$ cat src/rtl/iq_demod_pkg.sv
package iq_demod_pkg;

   // Weight for one of eight 45-degree slots, cosine order, scaled to the
   // largest positive value of a ww-bit signed word.
   function automatic int octant_weight(input int idx, input int ww);
      int amp;
      int diag;
      amp  = (1 << (ww - 1)) - 1;
      diag = int'((longint'(amp) * 64'sd46341 + 64'sd32768) >>> 16);
      case (idx % 8)
         0:       return amp;
         1:       return diag;
         3:       return -diag;
         4:       return -amp;
         5:       return -diag;
         7:       return diag;
         default: return 0;
      endcase
   endfunction

endpackage

$ cat src/rtl/iq_phase_gen.sv
module iq_phase_gen
   import iq_demod_pkg::*;
#(
   parameter int PHASES   = 8,
   parameter int WEIGHT_W = 9
) (
   input  logic                       clk_i,
   input  logic                       rst_i,
   input  logic                       sync_i,
   output logic signed [WEIGHT_W-1:0] cos_o,
   output logic signed [WEIGHT_W-1:0] sin_o
);
   localparam int PH_W   = $clog2(PHASES);
   localparam int STRIDE = 8 / PHASES;

   generate
      if (PHASES != 4 && PHASES != 8) begin : g_bad_phases
         $error("iq_phase_gen: PHASES must be 4 or 8");
      end
      if (WEIGHT_W < 3) begin : g_bad_weight
         $error("iq_phase_gen: WEIGHT_W too small");
      end
   endgenerate

   logic [PH_W-1:0] ph_q;
   logic [PH_W-1:0] ph_cur;
   logic signed [WEIGHT_W-1:0] cos_tab [PHASES];
   logic signed [WEIGHT_W-1:0] sin_tab [PHASES];

   for (genvar k = 0; k < PHASES; k++) begin : g_tab
      assign cos_tab[k] = WEIGHT_W'(octant_weight(k * STRIDE, WEIGHT_W));
      assign sin_tab[k] = WEIGHT_W'(octant_weight((k * STRIDE + 6) % 8, WEIGHT_W));
   end

   assign ph_cur = sync_i ? '0 : ph_q;

   always_ff @(posedge clk_i) begin
      if (rst_i) ph_q <= '0;
      else       ph_q <= ph_cur + PH_W'(1);
   end

   assign cos_o = cos_tab[ph_cur];
   assign sin_o = sin_tab[ph_cur];

   AST_PHASE_SYNC: assert property (@(posedge clk_i) disable iff (rst_i)
      sync_i |=> ph_q == PH_W'(1));
   AST_PHASE_STEP: assert property (@(posedge clk_i) disable iff (rst_i)
      !sync_i |=> ph_q == PH_W'($past(ph_q) + PH_W'(1)));

endmodule

$ cat src/rtl/iq_mixer.sv
module iq_mixer #(
   parameter int SAMPLE_W = 14,
   parameter int WEIGHT_W = 9,
   localparam int PROD_W  = SAMPLE_W + WEIGHT_W
) (
   input  logic                       clk_i,
   input  logic                       rst_i,
   input  logic                       sync_i,
   input  logic signed [SAMPLE_W-1:0] sample_i,
   input  logic signed [WEIGHT_W-1:0] cos_i,
   input  logic signed [WEIGHT_W-1:0] sin_i,
   output logic signed [PROD_W-1:0]   prod_i_o,
   output logic signed [PROD_W-1:0]   prod_q_o,
   output logic                       sync_o,
   output logic                       valid_o
);
   logic signed [WEIGHT_W-1:0] w   [2];
   logic signed [PROD_W-1:0]   prd [2];

   assign w[0] = cos_i;
   assign w[1] = sin_i;

   for (genvar ch = 0; ch < 2; ch++) begin : g_ch
      always_ff @(posedge clk_i) begin
         if (rst_i) prd[ch] <= '0;
         else       prd[ch] <= sample_i * w[ch];
      end
   end

   always_ff @(posedge clk_i) begin
      if (rst_i) begin
         sync_o  <= 1'b0;
         valid_o <= 1'b0;
      end else begin
         sync_o  <= sync_i;
         valid_o <= 1'b1;
      end
   end

   assign prod_i_o = prd[0];
   assign prod_q_o = prd[1];

   AST_ZERO_PRODUCT: assert property (@(posedge clk_i) disable iff (rst_i)
      sample_i == '0 |=> prod_i_o == '0 && prod_q_o == '0);

endmodule

$ cat src/rtl/iq_window_acc.sv
module iq_window_acc #(
   parameter int    PROD_W   = 23,
   parameter int    PHASES   = 8,
   parameter int    ACC_W    = 26,
   parameter longint PROD_MAX = 2088960
) (
   input  logic                     clk_i,
   input  logic                     rst_i,
   input  logic                     en_i,
   input  logic                     clear_i,
   input  logic signed [PROD_W-1:0] prod_i,
   output logic signed [ACC_W-1:0]  acc_o,
   output logic                     full_o
);
   localparam int     CNT_W = $clog2(PHASES + 1);
   localparam longint LIMIT = PROD_MAX * PHASES;

   generate
      if (ACC_W < PROD_W + $clog2(PHASES)) begin : g_bad_acc
         $error("iq_window_acc: accumulator too narrow");
      end
   endgenerate

   logic signed [PROD_W-1:0] dly [PHASES];
   logic [CNT_W-1:0]         fill_q;
   logic signed [ACC_W-1:0]  acc_q;
   logic signed [ACC_W-1:0]  base;
   logic signed [ACC_W-1:0]  drop;
   logic                     full;

   assign full = fill_q == CNT_W'(PHASES);

   always_comb begin
      base = clear_i ? '0 : acc_q;
      drop = (full && !clear_i) ? ACC_W'(dly[PHASES-1]) : '0;
   end

   for (genvar k = 0; k < PHASES; k++) begin : g_dly
      if (k == 0) begin : g_head
         always_ff @(posedge clk_i) begin
            if (rst_i)     dly[k] <= '0;
            else if (en_i) dly[k] <= prod_i;
         end
      end else begin : g_tail
         always_ff @(posedge clk_i) begin
            if (rst_i)     dly[k] <= '0;
            else if (en_i) dly[k] <= dly[k-1];
         end
      end
   end

   always_ff @(posedge clk_i) begin
      if (rst_i) begin
         acc_q  <= '0;
         fill_q <= '0;
      end else if (en_i) begin
         acc_q  <= base + ACC_W'(prod_i) - drop;
         fill_q <= clear_i ? CNT_W'(1) : (full ? fill_q : fill_q + CNT_W'(1));
      end
   end

   assign acc_o  = acc_q;
   assign full_o = full;

   AST_FILL_BOUND: assert property (@(posedge clk_i) disable iff (rst_i)
      fill_q <= CNT_W'(PHASES));
   AST_NO_OVERFLOW: assert property (@(posedge clk_i) disable iff (rst_i)
      longint'(acc_q) <= LIMIT && longint'(acc_q) >= -LIMIT);
   AST_CLEAR_RESTART: assert property (@(posedge clk_i) disable iff (rst_i)
      en_i && clear_i |=> fill_q == CNT_W'(1));
   AST_IDLE_HOLD: assert property (@(posedge clk_i) disable iff (rst_i)
      !en_i |=> $stable(acc_q) && $stable(fill_q));

endmodule

$ cat src/rtl/iq_round.sv
module iq_round #(
   parameter int ACC_W = 26,
   parameter int OUT_W = 16
) (
   input  logic signed [ACC_W-1:0] acc_i,
   output logic signed [OUT_W-1:0] out_o
);
   localparam int SHIFT = ACC_W - OUT_W;

   generate
      if (SHIFT > 0) begin : g_round
         logic signed [ACC_W:0] biased;
         assign biased = ACC_W'(acc_i) + ((ACC_W + 1)'(1) <<< (SHIFT - 1));
         assign out_o  = OUT_W'(biased >>> SHIFT);
      end else begin : g_extend
         assign out_o = OUT_W'(acc_i);
      end
   endgenerate

endmodule

$ cat src/rtl/iq_demod.sv
module iq_demod #(
   parameter int SAMPLE_W = 14,
   parameter int WEIGHT_W = 9,
   parameter int PHASES   = 8,
   parameter int OUT_W    = 16
) (
   input  logic                       clk_i,
   input  logic                       rst_i,
   input  logic                       sync_i,
   input  logic signed [SAMPLE_W-1:0] sample_i,
   output logic signed [OUT_W-1:0]    i_o,
   output logic signed [OUT_W-1:0]    q_o,
   output logic                       valid_o
);
   localparam int     PROD_W   = SAMPLE_W + WEIGHT_W;
   localparam int     ACC_W    = PROD_W + $clog2(PHASES);
   localparam longint PROD_MAX = (longint'(1) << (SAMPLE_W - 1)) *
                                 ((longint'(1) << (WEIGHT_W - 1)) - 1);
   localparam longint PEAK     = PROD_MAX * PHASES;

   generate
      if (SAMPLE_W < 4 || SAMPLE_W > 24) begin : g_bad_sample
         $error("iq_demod: SAMPLE_W out of range");
      end
      if (WEIGHT_W < 3 || WEIGHT_W > 18) begin : g_bad_weight
         $error("iq_demod: WEIGHT_W out of range");
      end
      if (OUT_W < ACC_W && (PEAK >> (ACC_W - OUT_W)) >= (longint'(1) << (OUT_W - 1)))
      begin : g_bad_out
         $error("iq_demod: OUT_W cannot hold a full-scale result");
      end
   endgenerate

   logic signed [WEIGHT_W-1:0] cos_w, sin_w;
   logic signed [PROD_W-1:0]   prod [2];
   logic signed [ACC_W-1:0]    acc  [2];
   logic signed [OUT_W-1:0]    rnd  [2];
   logic                       full [2];
   logic                       p_sync, p_valid;

   iq_phase_gen #(.PHASES(PHASES), .WEIGHT_W(WEIGHT_W)) i_phase (
      .clk_i (clk_i),
      .rst_i (rst_i),
      .sync_i(sync_i),
      .cos_o (cos_w),
      .sin_o (sin_w)
   );

   iq_mixer #(.SAMPLE_W(SAMPLE_W), .WEIGHT_W(WEIGHT_W)) i_mixer (
      .clk_i   (clk_i),
      .rst_i   (rst_i),
      .sync_i  (sync_i),
      .sample_i(sample_i),
      .cos_i   (cos_w),
      .sin_i   (sin_w),
      .prod_i_o(prod[0]),
      .prod_q_o(prod[1]),
      .sync_o  (p_sync),
      .valid_o (p_valid)
   );

   for (genvar ch = 0; ch < 2; ch++) begin : g_chan
      iq_window_acc #(
         .PROD_W  (PROD_W),
         .PHASES  (PHASES),
         .ACC_W   (ACC_W),
         .PROD_MAX(PROD_MAX)
      ) i_acc (
         .clk_i  (clk_i),
         .rst_i  (rst_i),
         .en_i   (p_valid),
         .clear_i(p_sync),
         .prod_i (prod[ch]),
         .acc_o  (acc[ch]),
         .full_o (full[ch])
      );

      iq_round #(.ACC_W(ACC_W), .OUT_W(OUT_W)) i_round (
         .acc_i(acc[ch]),
         .out_o(rnd[ch])
      );
   end

   always_ff @(posedge clk_i) begin
      if (rst_i) begin
         i_o     <= '0;
         q_o     <= '0;
         valid_o <= 1'b0;
      end else begin
         i_o     <= rnd[0];
         q_o     <= rnd[1];
         valid_o <= full[0];
      end
   end

   AST_CHANNELS_ALIGNED: assert property (@(posedge clk_i) disable iff (rst_i)
      full[0] == full[1]);
   AST_SYNC_DROPS_VALID: assert property (@(posedge clk_i) disable iff (rst_i)
      sync_i |-> ##3 !valid_o);
   AST_VALID_HOLDS: assert property (@(posedge clk_i) disable iff (rst_i)
      valid_o && !$past(sync_i, 2) |=> valid_o);
   AST_RESET_QUIET: assert property (@(posedge clk_i)
      $past(rst_i) |-> !valid_o && i_o == '0 && q_o == '0);

endmodule

$ cat config.mk
export PLATFORM = sky130hd
export DESIGN_NAME = iq_demod
export DESIGN_NICKNAME = d
export VERILOG_FILES = /design/src/rtl/iq_demod_pkg.sv /design/src/rtl/iq_phase_gen.sv /design/src/rtl/iq_mixer.sv /design/src/rtl/iq_window_acc.sv /design/src/rtl/iq_round.sv /design/src/rtl/iq_demod.sv
export SDC_FILE = /design/constraint.sdc
export NUM_CORES = 1
export LEC_CHECK = 0
export ABC_CLOCK_PERIOD_IN_PS = 5850
export BUFFER_PORTS_ARGS = -buffer_cell sky130_fd_sc_hd__clkbuf_2
export CAP_MARGIN = 40
export CORE_MARGIN = 2
export CORE_UTILIZATION = 57
export DETAILED_ROUTE_END_ITERATION = 12
export HOLD_SLACK_MARGIN = 0.08
export MAX_ROUTING_LAYER = met4
export PLACE_DENSITY = 0.76
export SYNTH_ARGS = -nofsm -noshare
export SYNTH_HDL_FRONTEND = slang
export SYNTH_HIERARCHICAL = 1
export SYNTH_SLANG_ARGS = --single-unit
$ cat constraint.sdc
create_clock -name clk_i -period 5.85 [get_ports clk_i]
set_input_delay 0.585 -clock clk_i [delete_from_list [all_inputs] [get_ports clk_i]]
set_output_delay 0.585 -clock clk_i [all_outputs]
set_load 0.01 [all_outputs]
==> results of run 1 <==
-- cell usage in the layout (no fill, tap or decap), types with 59 or more instances in the layout --
master,instances
nor2_1,164
fa_1,258
nand2_1,190
and2_1,491
buf_4,133
inv_1,340
edfxtp_1,368
xnor2_1,59
dfxtp_1,141
nand2b_1,72
ha_1,159
nor2b_1,69
a21oi_1,79
-- area by class of cell --
cell class	count	area, um2
clock buffer	70	1410
timing repair buffer	188	1380
sequential	512	13900
tap	756	946
clock inverter	28	279
inverter	343	1300
fill	4381	20200
multi-input combinational	1955	16700
-- power breakdown --
part | internal (uW) | total (uW) | switching (uW)
sequential | 4360 | 4630 | 272
clock | 1840 | 3250 | 1410
combinational | 4120 | 9190 | 5080
total | 10300 | 17100 | 6760
-- final timing paths --
path / from / slack, ps / end
worst max-delay path: i_phase/ph_q[1] / 160 / i_mixer/prd[1][21]
worst min-delay path: rst_i / 380 / q_o[12]
worst max register to register: i_phase/ph_q[1] / 160 / i_mixer/prd[1][21]
worst min register to register: g_chan[0].i_acc/acc_o[8] / 460 / g_chan[0].i_acc/acc_o[8]
-- sequential cells by signal (all words and copies together) (netlist names) --
name,flops
g_chan.i_acc/dly,368
g_chan.i_acc/acc_o,52
i_mixer/prd,46
i_o,16
q_o,16
g_chan.i_acc/fill_q,8
i_phase/ph_q,3
i_mixer/sync_o,1
i_mixer/valid_o,1
valid_o,1
-- what timing repair did --
action,CTS,global route
endpoints found under the setup margin,2,17
gates cloned,0,0
pin swaps,1,18
gates resized for setup,2,36
buffers inserted,0,7
-- metrics by stage --
step	TNS (ps)	utilization (%)	setup WS, ps	std cells	instance area, um2
finish	0	64.0	161	3852	36000
detailed placement	-3970	60.7	-480	3747	34100
global placement	-1770	60.6	-286	3745	34000
floorplan	-36.0	-	-36.0	2935	32300
CTS	0	63.7	3.03	3845	35800
global route	-309	64.0	-91.5	3852	36000
-- logic make-up (layout without fill, tap and decap cells) --
logic type	Yosys count	after routing	synth area share [%]
muxes	22	22	0.720
and+or+nand+nor	1106	1106	19.2
adders and majority gates	422	422	22.4
buffers and inverters	468	629	5.64
AOI/OAI and AO/OA	297	297	6.04
DFF	512	512	43.1
xor gates and xnor gates	108	108	2.93
-- metal layers --
metal  global-route usage [%]  vias to the layer above  wire, um
met5                        -                        -         0
met4                     6.17                        0      1410
met3                     2.82                      109      2970
met2                     37.6                      472     31100
met1                     30.6                    10197     28600
li1                         -                     9773         -
==> summary.md, run 1 <==
| Metric | Value |
|---|---|
| Mapped Cells | `2935` |
| EDFF count, synth | `368` |
| Rows | `87` |
| DRT Pass-1 Iters | `6` |
| Hpwl dp | `46.1 mm` |
| Post-synthesis cell type count | `84` |
| Max-cap violations | `0` |
| Tmin final | `5690 ps` |
| PD cells | `475 nW/um2` |
| IO buf count | `49` |
| Largest cells by area after synthesis | `edfxtp_1 34%, fa_1 16%, and2_1 9.5%, dfxtp_1 8.9%, ha_1 6.3%` |
| YS warnings | `6` |
| Post-synth top flop | `edfxtp_1` |
| CTS clk-pin slew, worst paths | `~60 ps` |
| Final WL | `about 64 mm` |
| Syn_nets | `approximately 3400` |
| Core Area | `roughly 56000 um2` |
| CP max stage cell | `fa_1` |
| Hold WS | `377 ps` |
| Critical path type | `reg2reg` |
| Final net count | `3491` |
| Vias in the first global route | `21370` |
| CTS sink cnt | `512` |
| Ports | `50` |
| Post-synth ARST share | `0%` |
| Worst path bufs/invs | `5` |
| Leak | `0.0161 uW` |
| Synth Register Bits | `a little over 500` |
| Top Family by Delay on Critical Path | `adder cells` |
| Critical path's largest stage delay | `about 560 ps` |
| Post-synthesis sequential area ratio | `43.1%` |
| Via density | `approximately 5.3` |
| Root Buffer | `clkbuf_16` |
| CTS tree | `built` |
| Min-Delay Path Class | `in2reg` |
| Setup violations, final | `0` |
| Largest net degree at the start of global routing | `between 100 and 150` |
| Initial antenna violation count | `1` |
| Number of DRC markers in iteration 0 | `between 1000 and 1500` |
| Layout Skew | `roughly 47 ps` |
| Area grow syn2layout | `11.3%` |
| Top post-synthesis cells by count | `491 x and2_1, 368 x edfxtp_1, 343 x inv_1` |
| CP endpoint kind | `flop` |
| Hold-fix buffer count after cts | `0` |
| Layout cell share with drive strength beyond 1 | `11.0%` |
| Drt wl/cell | `around 17 um` |
| Slew @ Worst Pin | `roughly 800 ps` |
| Final hold vios | `0` |
| Max VDD drop | `approximately 0.43 mV` |
| Maximum buffer depth of the clock tree | `3` |
| Antenna cell count | `0` |
| DIE HEIGHT | `~240 um` |
| Via count | `a little over 20000` |
| Worst Setup Start Kind | `flop` |
| Synthesized area per cell | `11.0 um2` |
| Total power | `17100 uW` |
| Most used cell, CP | `fa_1` |
| Top cell type by total area after synthesis | `edfxtp_1` |
| Tcrit/Tclk final | `roughly 100%` |
| Status | `complete, no violations` |
| Grt total ovfl | `0` |
| Initial Util | `between 50 and 60%` |
| Count leader, synth | `and2_1` |
| DIE AREA | `approximately 60000 um2` |
| Die W | `~240 um` |
| Cell count of the worst reg-to-reg path | `22` |
| WHS Path Cells | `2` |
| # DRC | `0` |
| CP Depth | `22` |
| Critical Path RT | `approximately 6300 ps` |
| Max Fclk | `approximately 180 MHz` |
| GPL Wtd Cong | `between 0.8 and 0.9` |
| Crit path max fanout | `7` |
| Crit path cell chain | `nand2b_1 > buf_4 > ha_1 > o21ai_1 > buf_4 > nand2_1 > fa_1 > inv_1 > fa_1 > inv_1 > fa_1 > inv_1 > fa_1 > ha_1 > ha_1 > a211oi_4 > nor4b_4 > o31a_1 > a2111oi_4 > a21oi_1 > xnor2_1 > nor2_1` |
| H-tree depth | `2` |
| Syn Std Cell Area | `about 32000 um2` |
| RSZ-0062 raised after global routing | `true` |
| CTS Buf Count | `52` |
| All-Layer GR Usage | `a little under a quarter` |
| Arr. time, crit path | `approximately 6000 ps` |
| Final Slew Violations | `0` |
| Post-synth top area share | `about 34%` |
| First-pass GRT wire length | `107 mm` |
| Antenna Nets Post-Route | `0` |
| Clock Latency Late Sink | `a little over 600 ps` |
| Slew HR | `between 40% and 50%` |
(Power assumes the default switching activity.)
==> run 2, diff against run 1 <==
==> constraint.sdc (replaced) <==
create_clock -name clk_i -period 5.85 [get_ports clk_i]
set_input_delay 1.17 -clock clk_i [delete_from_list [all_inputs] [get_ports clk_i]]
set_output_delay 1.17 -clock clk_i [all_outputs]
set_load 0.01 [all_outputs]
==> summary.md, run 2 (synthesized netlist as in run 1, its figures left out) <==
| Metric | Value |
|---|---|
| Status | `complete, but fails checks (was complete, no violations)` |
| Failing checks | `setup timing` |
| Area grow syn2layout | `15.3% (was 11.3%)` |
| Antenna cell count | `0 (unchanged)` |
| IO buf count | `49 (unchanged)` |
| Arr. time, crit path | `6300 ps (was 6170 ps)` |
| Final WL | `66.7 mm (was 64.2 mm)` |
| Non-Filler Cell Area, Final | `37300 um2 (was 36000 um2)` |
| Ports | `50 (unchanged)` |
| All-Layer GR Usage | `23.3% (was 23.0%)` |
| Initial antenna violation count | `2 (was 1)` |
| Number of DRC markers in iteration 0 | `1350 (was 1441)` |
| Drt wl/cell | `17.1 um (was 16.7 um)` |
| Setup violations, final | `1 (was 0)` |
| Grt total ovfl | `0 (unchanged)` |
| Commonest non-fill, non-tap cell in the layout | `and2_1 (unchanged)` |
| Slew @ Worst Pin | `1020 ps (was 816 ps)` |
| Rows | `87 (unchanged)` |
| Flop-to-flop setup slack | `190 ps (was 160 ps)` |
| GPL Wtd Cong | `0.901 (was 0.884)` |
| Switch share | `39.3% (was 39.6%)` |
| Hold-fix buffer count after cts | `0 (unchanged)` |
| Final hold vios | `0 (unchanged)` |
| Fin util | `66.3% (was 64.0%)` |
| R2r endpoint | `i_mixer/prd[1][19] (was i_mixer/prd[1][21])` |
| Hold Path Sink | `g_chan[0].i_acc/acc_o[8] (was q_o[12])` |
| CTS clk-pin slew, worst paths | `70 ps (was 60 ps)` |
| DIE AREA | `58600 um2 (unchanged)` |
| DIE HEIGHT | `242 um (unchanged)` |
| Maximum buffer depth of the clock tree | `3 (unchanged)` |
| Hpwl dp | `46.8 mm (was 46.1 mm)` |
| Total negative setup slack | `-17.9 ps (was 0 ps)` |
| CTS tree | `built (unchanged)` |
| Max-cap violations | `0 (unchanged)` |
| Layout cell share with drive strength beyond 1 | `15.7% (was 11.0%)` |
| First-pass GRT wire length | `108 mm (was 107 mm)` |
| Critical Path RT | `6280 ps (was 6330 ps)` |
| Met2 WL post-DR | `32.5 mm (was 31.1 mm)` |
| Antenna Nets Post-Route | `0 (unchanged)` |
| Final net count | `3549 (was 3491)` |
| RSZ-0062 raised after global routing | `true (unchanged)` |
| PD cells | `495 nW/um2 (was 475 nW/um2)` |
| Via count | `20868 (was 20551)` |
| P_sw | `7250 uW (was 6760 uW)` |
| CP endpoint kind | `flop (unchanged)` |
| Tcrit/Tclk final | `100% (was 97.3%)` |
| Layout Skew | `30.2 ps (was 47.1 ps)` |
| Cell Int Power | `11200 uW (was 10300 uW)` |
| Root Buffer | `clkbuf_16 (unchanged)` |
| Critical path type | `in2reg (was reg2reg)` |
| Core Area | `56200 um2 (unchanged)` |
| Tmin final | `5870 ps (was 5690 ps)` |
| Seq pwr share | `25.1% (was 27.1%)` |
| Leak | `0.0165 uW (was 0.0161 uW)` |
| # DRC | `0 (unchanged)` |
| Combinational power share | `57.3% (was 53.8%)` |
| Clock share of power | `17.6% (was 19.1%)` |
| H-tree depth | `2 (unchanged)` |
| Most frequent cells in the layout | `488 x and2_1, 368 x edfxtp_1, 334 x inv_1, 247 x fa_1, 178 x nand2_1 (was 491 x and2_1, 368 x edfxtp_1, 340 x inv_1, 258 x fa_1, 190 x nand2_1)` |
| Final Slew Violations | `0 (unchanged)` |
| Final WS setup | `-17.9 ps (was 161 ps)` |
| Clock Latency Late Sink | `610 ps (was 620 ps)` |
| Area after DPL | `34800 um2 (was 34100 um2)` |
| Top sig layer | `met4 (unchanged)` |
| CTS sink cnt | `512 (unchanged)` |
| Die W | `242 um (unchanged)` |
| Largest net degree at the start of global routing | `185 (was 101)` |
| Max VDD drop | `0.603 mV (was 0.435 mV)` |
| Reg-to-Reg Start | `i_phase/ph_q[1] (unchanged)` |
| Vias in the first global route | `21427 (was 21370)` |
| Crit path max fanout | `5 (was 7)` |
| Most flops, register | `g_chan.i_acc/dly (unchanged)` |
| Via density | `5.34 (about the same)` |
| Slew HR | `32.0% (was 45.6%)` |
| DRT Pass-1 Iters | `5 (was 6)` |
| CTS Buf Count | `50 (was 52)` |
| Metal-1 WL | `29.1 mm (was 28.6 mm)` |
| Max FFs per register | `368 (unchanged)` |
| WHS Path Cells | `2 (unchanged)` |
| Min-Delay Path Class | `reg2reg (was in2reg)` |
| Min-Delay Startpoint | `g_chan[0].i_acc/acc_o[8] (was rst_i)` |
| Max Fclk | `170 MHz (was 176 MHz)` |
| Cell count of the worst reg-to-reg path | `20 (was 22)` |
| Worst Setup Start Kind | `primary input (was flop)` |
| Initial Util | `57.5% (unchanged)` |
| Wire length on met3 | `3.49 mm (was 2.97 mm)` |
run 2: what timing repair did:
item                                    in CTS  in global routing
gates resized for setup                      7                 89
buffers inserted                             7                 29
cloned                                       2                  2
pin swaps                                    5                 58
endpoints found under the setup margin      13                 20
run 2: layout make-up:
| cell class | count | area [um2] |
|---|---|---|
| Inverter | 343 | 1300 |
| Clock inverter | 34 | 383 |
| Clock buffer | 60 | 1290 |
| Sequential cell | 512 | 13900 |
| Fill cell | 4170 | 18900 |
| Multi-Input combinational cell | 1958 | 17400 |
| Timing Repair Buffer | 245 | 1990 |
| Tap cell | 756 | 946 |
run 2: critical path: stages:
cell and delay [ps]:
buf_8 100, nand2b_4 200, ha_4 210, buf_6 130
nor2b_4 140, buf_6 140, buf_12 110, nor2b_2 150
fa_1 470, fa_1 520, fa_1 600, fa_2 480
ha_4 180, ha_2 160, or4_1 520, o31a_1 300
a2111oi_4 330, buf_4 170, a21oi_2 30, xnor2_1 120
nor2_1 60
run 2: power groups by stage:
stage                     registers [uW]  clock network [uW]  logic [uW]
after floorplan                     4630                   0        7170
after global placement              4690                   0        9760
after detailed placement            4700                   0       10000
after CTS                           4630                3320       10200
after global routing                4680                3450       11800
final                               4630                3250       10600
run 2: how the worst max path moves through the flow:
stage	to	slack (ps)	from	depth (start not counted)
6_report	i_mixer/prd[1][19]	-20	sync_i	21
2_1_floorplan	i_mixer/prd[0][21]	-200	sync_i	21
3_3_place_gp	i_mixer/prd[1][22]	-550	sync_i	21
3_5_place_dp	i_mixer/prd[1][18]	-790	sync_i	19
5_1_grt	i_mixer/prd[1][19]	-160	sync_i	23
4_1_cts	i_mixer/prd[1][21]	-30	sync_i	22
run 2: metal layers:
layer  vias up  GRT usage, %
li1       9897             -
met1     10356          31.5
met2       497          37.4
met3       118          2.85
met4         0          6.64
met5         -             -
run 2: per-stage QoR:
step / power [uW] / std cells / hold WS, ps / setup WS [ps]
after floorplan: 11800 / 2935 / 426 / -205
after global placement: 14400 / 3771 / 444 / -553
after detailed placement: 14700 / 3774 / 444 / -794
after CTS: 18100 / 3877 / 454 / -27.5
after global routing: 19900 / 3908 / 480 / -164
final: 18400 / 3908 / 452 / -17.9
==> run 3, diff against run 2 <==
ABC_AREA = 1   (was default)
CAP_MARGIN = 20   (was 40)
==> summary.md, run 3 <==
| Metric | Value |
|---|---|
| Layout cell share with drive strength beyond 1 | `9.67% (was 15.7%)` |
| Antenna Nets Post-Route | `0 (unchanged)` |
| Hold-fix buffer count after cts | `0 (unchanged)` |
| Core Area | `60100 um2 (was 56200 um2)` |
| Switch share | `43.5% (was 39.3%)` |
| Top cell type by total area after synthesis | `edfxtp_1 (unchanged)` |
| Final net count | `4757 (was 3549)` |
| H-tree depth | `2 (unchanged)` |
| Mapped Cells | `4162 (was 2935)` |
| Layout Skew | `33.6 ps (was 30.2 ps)` |
| Clock share of power | `17.4% (was 17.6%)` |
| CP endpoint kind | `flop (unchanged)` |
| Initial antenna violation count | `1 (was 2)` |
| Min-Delay Path Class | `reg2reg (unchanged)` |
| Final WL | `69.6 mm (was 66.7 mm)` |
| CTS tree | `built (unchanged)` |
| Largest net degree at the start of global routing | `129 (was 185)` |
| PD cells | `498 nW/um2 (was 495 nW/um2)` |
| Ports | `50 (unchanged)` |
| Slew @ Worst Pin | `916 ps (was 1020 ps)` |
| Status | `complete, no violations (was complete, but fails checks)` |
| EDFF count, synth | `368 (unchanged)` |
| Hpwl dp | `52.2 mm (was 46.8 mm)` |
| Cell Int Power | `10800 uW (was 11200 uW)` |
| Drt wl/cell | `13.5 um (was 17.1 um)` |
| Final hold vios | `0 (unchanged)` |
| Max-cap violations | `0 (unchanged)` |
| Via count | `24776 (was 20868)` |
| Max Fclk | `181 MHz (was 170 MHz)` |
| Slew HR | `39.0% (was 32.0%)` |
| CTS clk-pin slew, worst paths | `70 ps (about the same)` |
| DRT Pass-1 Iters | `6 (was 5)` |
| Commonest non-fill, non-tap cell in the layout | `inv_1 (was and2_1)` |
| First-pass GRT wire length | `117 mm (was 108 mm)` |
| Max VDD drop | `0.502 mV (was 0.603 mV)` |
| DIE AREA | `62500 um2 (was 58600 um2)` |
| Setup violations, final | `0 (was 1)` |
| Post-synthesis sequential area ratio | `40.4% (was 43.1%)` |
| Critical path's largest stage delay | `570 ps (was 600 ps)` |
| Most used cell, CP | `nand2_1 (was fa_1)` |
| Root Buffer | `clkbuf_16 (unchanged)` |
| Top post-synthesis cells by count | `1104 x inv_1, 876 x nand2_1, 637 x nor2_1 (was 491 x and2_1, 368 x edfxtp_1, 343 x inv_1)` |
| Synth Register Bits | `512 (unchanged)` |
| Largest cells by area after synthesis | `edfxtp_1 32%, fa_1 15%, inv_1 12%, nand2_1 9.5%, dfxtp_1 8.4% (was edfxtp_1 34%, fa_1 16%, and2_1 9.5%, dfxtp_1 8.9%, ha_1 6.3%)` |
| Worst Setup Start Kind | `primary input (unchanged)` |
| Count leader, synth | `inv_1 (was and2_1)` |
| Number of DRC markers in iteration 0 | `1715 (was 1350)` |
| Post-synth ARST share | `0% (unchanged)` |
| Post-synth top area share | `32.0% (was 34.2%)` |
| Maximum buffer depth of the clock tree | `3 (unchanged)` |
| CTS Buf Count | `53 (was 50)` |
| Die W | `250 um (was 242 um)` |
| Critical path type | `in2reg (unchanged)` |
| Combinational power share | `58.2% (was 57.3%)` |
| RSZ-0062 raised after global routing | `false (was true)` |
| Grt total ovfl | `0 (unchanged)` |
| Final Slew Violations | `0 (unchanged)` |
| Syn_nets | `4601 (was 3374)` |
| Most flops, register | `g_chan.i_acc/dly (unchanged)` |
| # DRC | `0 (unchanged)` |
| Total power | `19100 uW (was 18400 uW)` |
| Clock Latency Late Sink | `620 ps (was 610 ps)` |
| Via density | `4.81 (was 5.34)` |
| Leak | `0.0195 uW (was 0.0165 uW)` |
| Critical Path RT | `6400 ps (was 6280 ps)` |
| P_sw | `8300 uW (was 7250 uW)` |
| Vias in the first global route | `24239 (was 21427)` |
| Post-synth top flop | `edfxtp_1 (unchanged)` |
| Syn Std Cell Area | `34500 um2 (was 32300 um2)` |
| CTS sink cnt | `512 (unchanged)` |
| Seq pwr share | `24.4% (was 25.1%)` |
| Initial Util | `57.3% (was 57.5%)` |
| Rows | `90 (was 87)` |
| All-Layer GR Usage | `23.7% (was 23.3%)` |
| Area grow syn2layout | `11.2% (was 15.3%)` |
| GPL Wtd Cong | `0.925 (was 0.901)` |
| Post-synthesis cell type count | `45 (was 84)` |
| IO buf count | `49 (unchanged)` |
| Max FFs per register | `368 (unchanged)` |
| Arr. time, crit path | `6090 ps (was 6300 ps)` |
| Crit path max fanout | `10 (was 5)` |
| Most frequent cells in the layout | `1101 x inv_1, 875 x nand2_1, 635 x nor2_1, 368 x edfxtp_1, 258 x fa_1 (was 488 x and2_1, 368 x edfxtp_1, 334 x inv_1, 247 x fa_1, 178 x nand2_1)` |
| Tmin final | `5540 ps (was 5870 ps)` |
| Synthesized area per cell | `8.28 um2 (was 11.0 um2)` |
| YS warnings | `6 (unchanged)` |
| CP max stage cell | `fa_1 (unchanged)` |
| Total negative setup slack | `0 ps (was -17.9 ps)` |
| DIE HEIGHT | `250 um (was 242 um)` |
| Tcrit/Tclk final | `94.6% (was 100%)` |
[run 3: changes by cell type after synthesis, moves of 36 or more]
cell / before / now
nor2b_1: 71 / 0
nand2b_1: 73 / 0
nand2_1: 190 / 876
buf_2: 3 / 45
nand3_1: 22 / 106
clkbuf_1: 105 / 58
nor2_1: 168 / 637
xnor2_1: 59 / 12
nand2_2: 0 / 36
inv_1: 343 / 1104
and2_1: 491 / 5
[run 3: power by group through the flow]
stage	sequential, uW	combinational, uW	clock, uW
global route	4690	12800	3530
global placement	4710	10900	0
finish	4650	11100	3320
detailed placement	4720	11000	0
floorplan	4640	7570	0
CTS	4650	11100	3400
[run 3: per-layer routing]
layer | global-route usage, % | wire (um)
met1 | 33.0 | 32800
met2 | 37.1 | 31500
met3 | 3.16 | 3740
met4 | 5.66 | 1510
met5 | - | 0
[run 3: area by class of cell]
type	instances	area [um2]
flip-flops and latches	512	13900
clock inverters	20	186
repair buffers	220	1600
well taps	782	978
inverters	1114	4200
multi-input cells	2417	15900
clock buffers	80	1550
fillers	5135	21800
diodes	1	2.50
[run 3: worst max-delay path, delay by kind of cell]
| family | cells | cell delay (ps) |
|---|---|---|
| compound gates | 1 | 110 |
| buf+inv | 10 | 1010 |
| simple gates | 11 | 960 |
| fa+ha+maj | 7 | 2850 |
[run 3: path summary, 6_finish.rpt]
kind,startpoint,endpoint,slack [ps],cells after the start
min reg2reg,g_chan[1].i_acc/acc_o[7],g_chan[1].i_acc/acc_o[7],450,2
max,sync_i,i_mixer/prd[0][20],310,29
max reg2reg,i_phase/ph_q[1],i_mixer/prd[1][20],620,23
min,g_chan[1].i_acc/acc_o[7],g_chan[1].i_acc/acc_o[7],450,2
[run 3: cell families after synthesis]
logic type	count (synthesis)	synth area share, %
flip-flops	512	40.4
AND/OR/NAND/NOR	1753	20.8
adder cells (fa/ha/maj)	422	21.0
buffers and inverters	1233	13.8
AO/OA/AOI/OAI	216	3.34
XOR/XNOR	26	0.660
[run 3: through the flow]
step	hold slack, ps	cells	cell area, um2	worst slack, ps	util, %
CTS	453	5141	38300	284	63.7
global placement	435	5041	36500	-252	60.8
global route	466	5146	38300	28.8	63.7
finish	453	5146	38300	314	63.7
floorplan	426	4162	34600	-0.126	-
detailed placement	440	5041	36500	-351	60.8
[run 3: what timing repair did]
action / CTS / global route
endpoints found under the setup margin: 0 / 4
gates resized for setup: 0 / 2
setup buffers: 0 / 4
endpoints found under the hold margin: 0 / 0
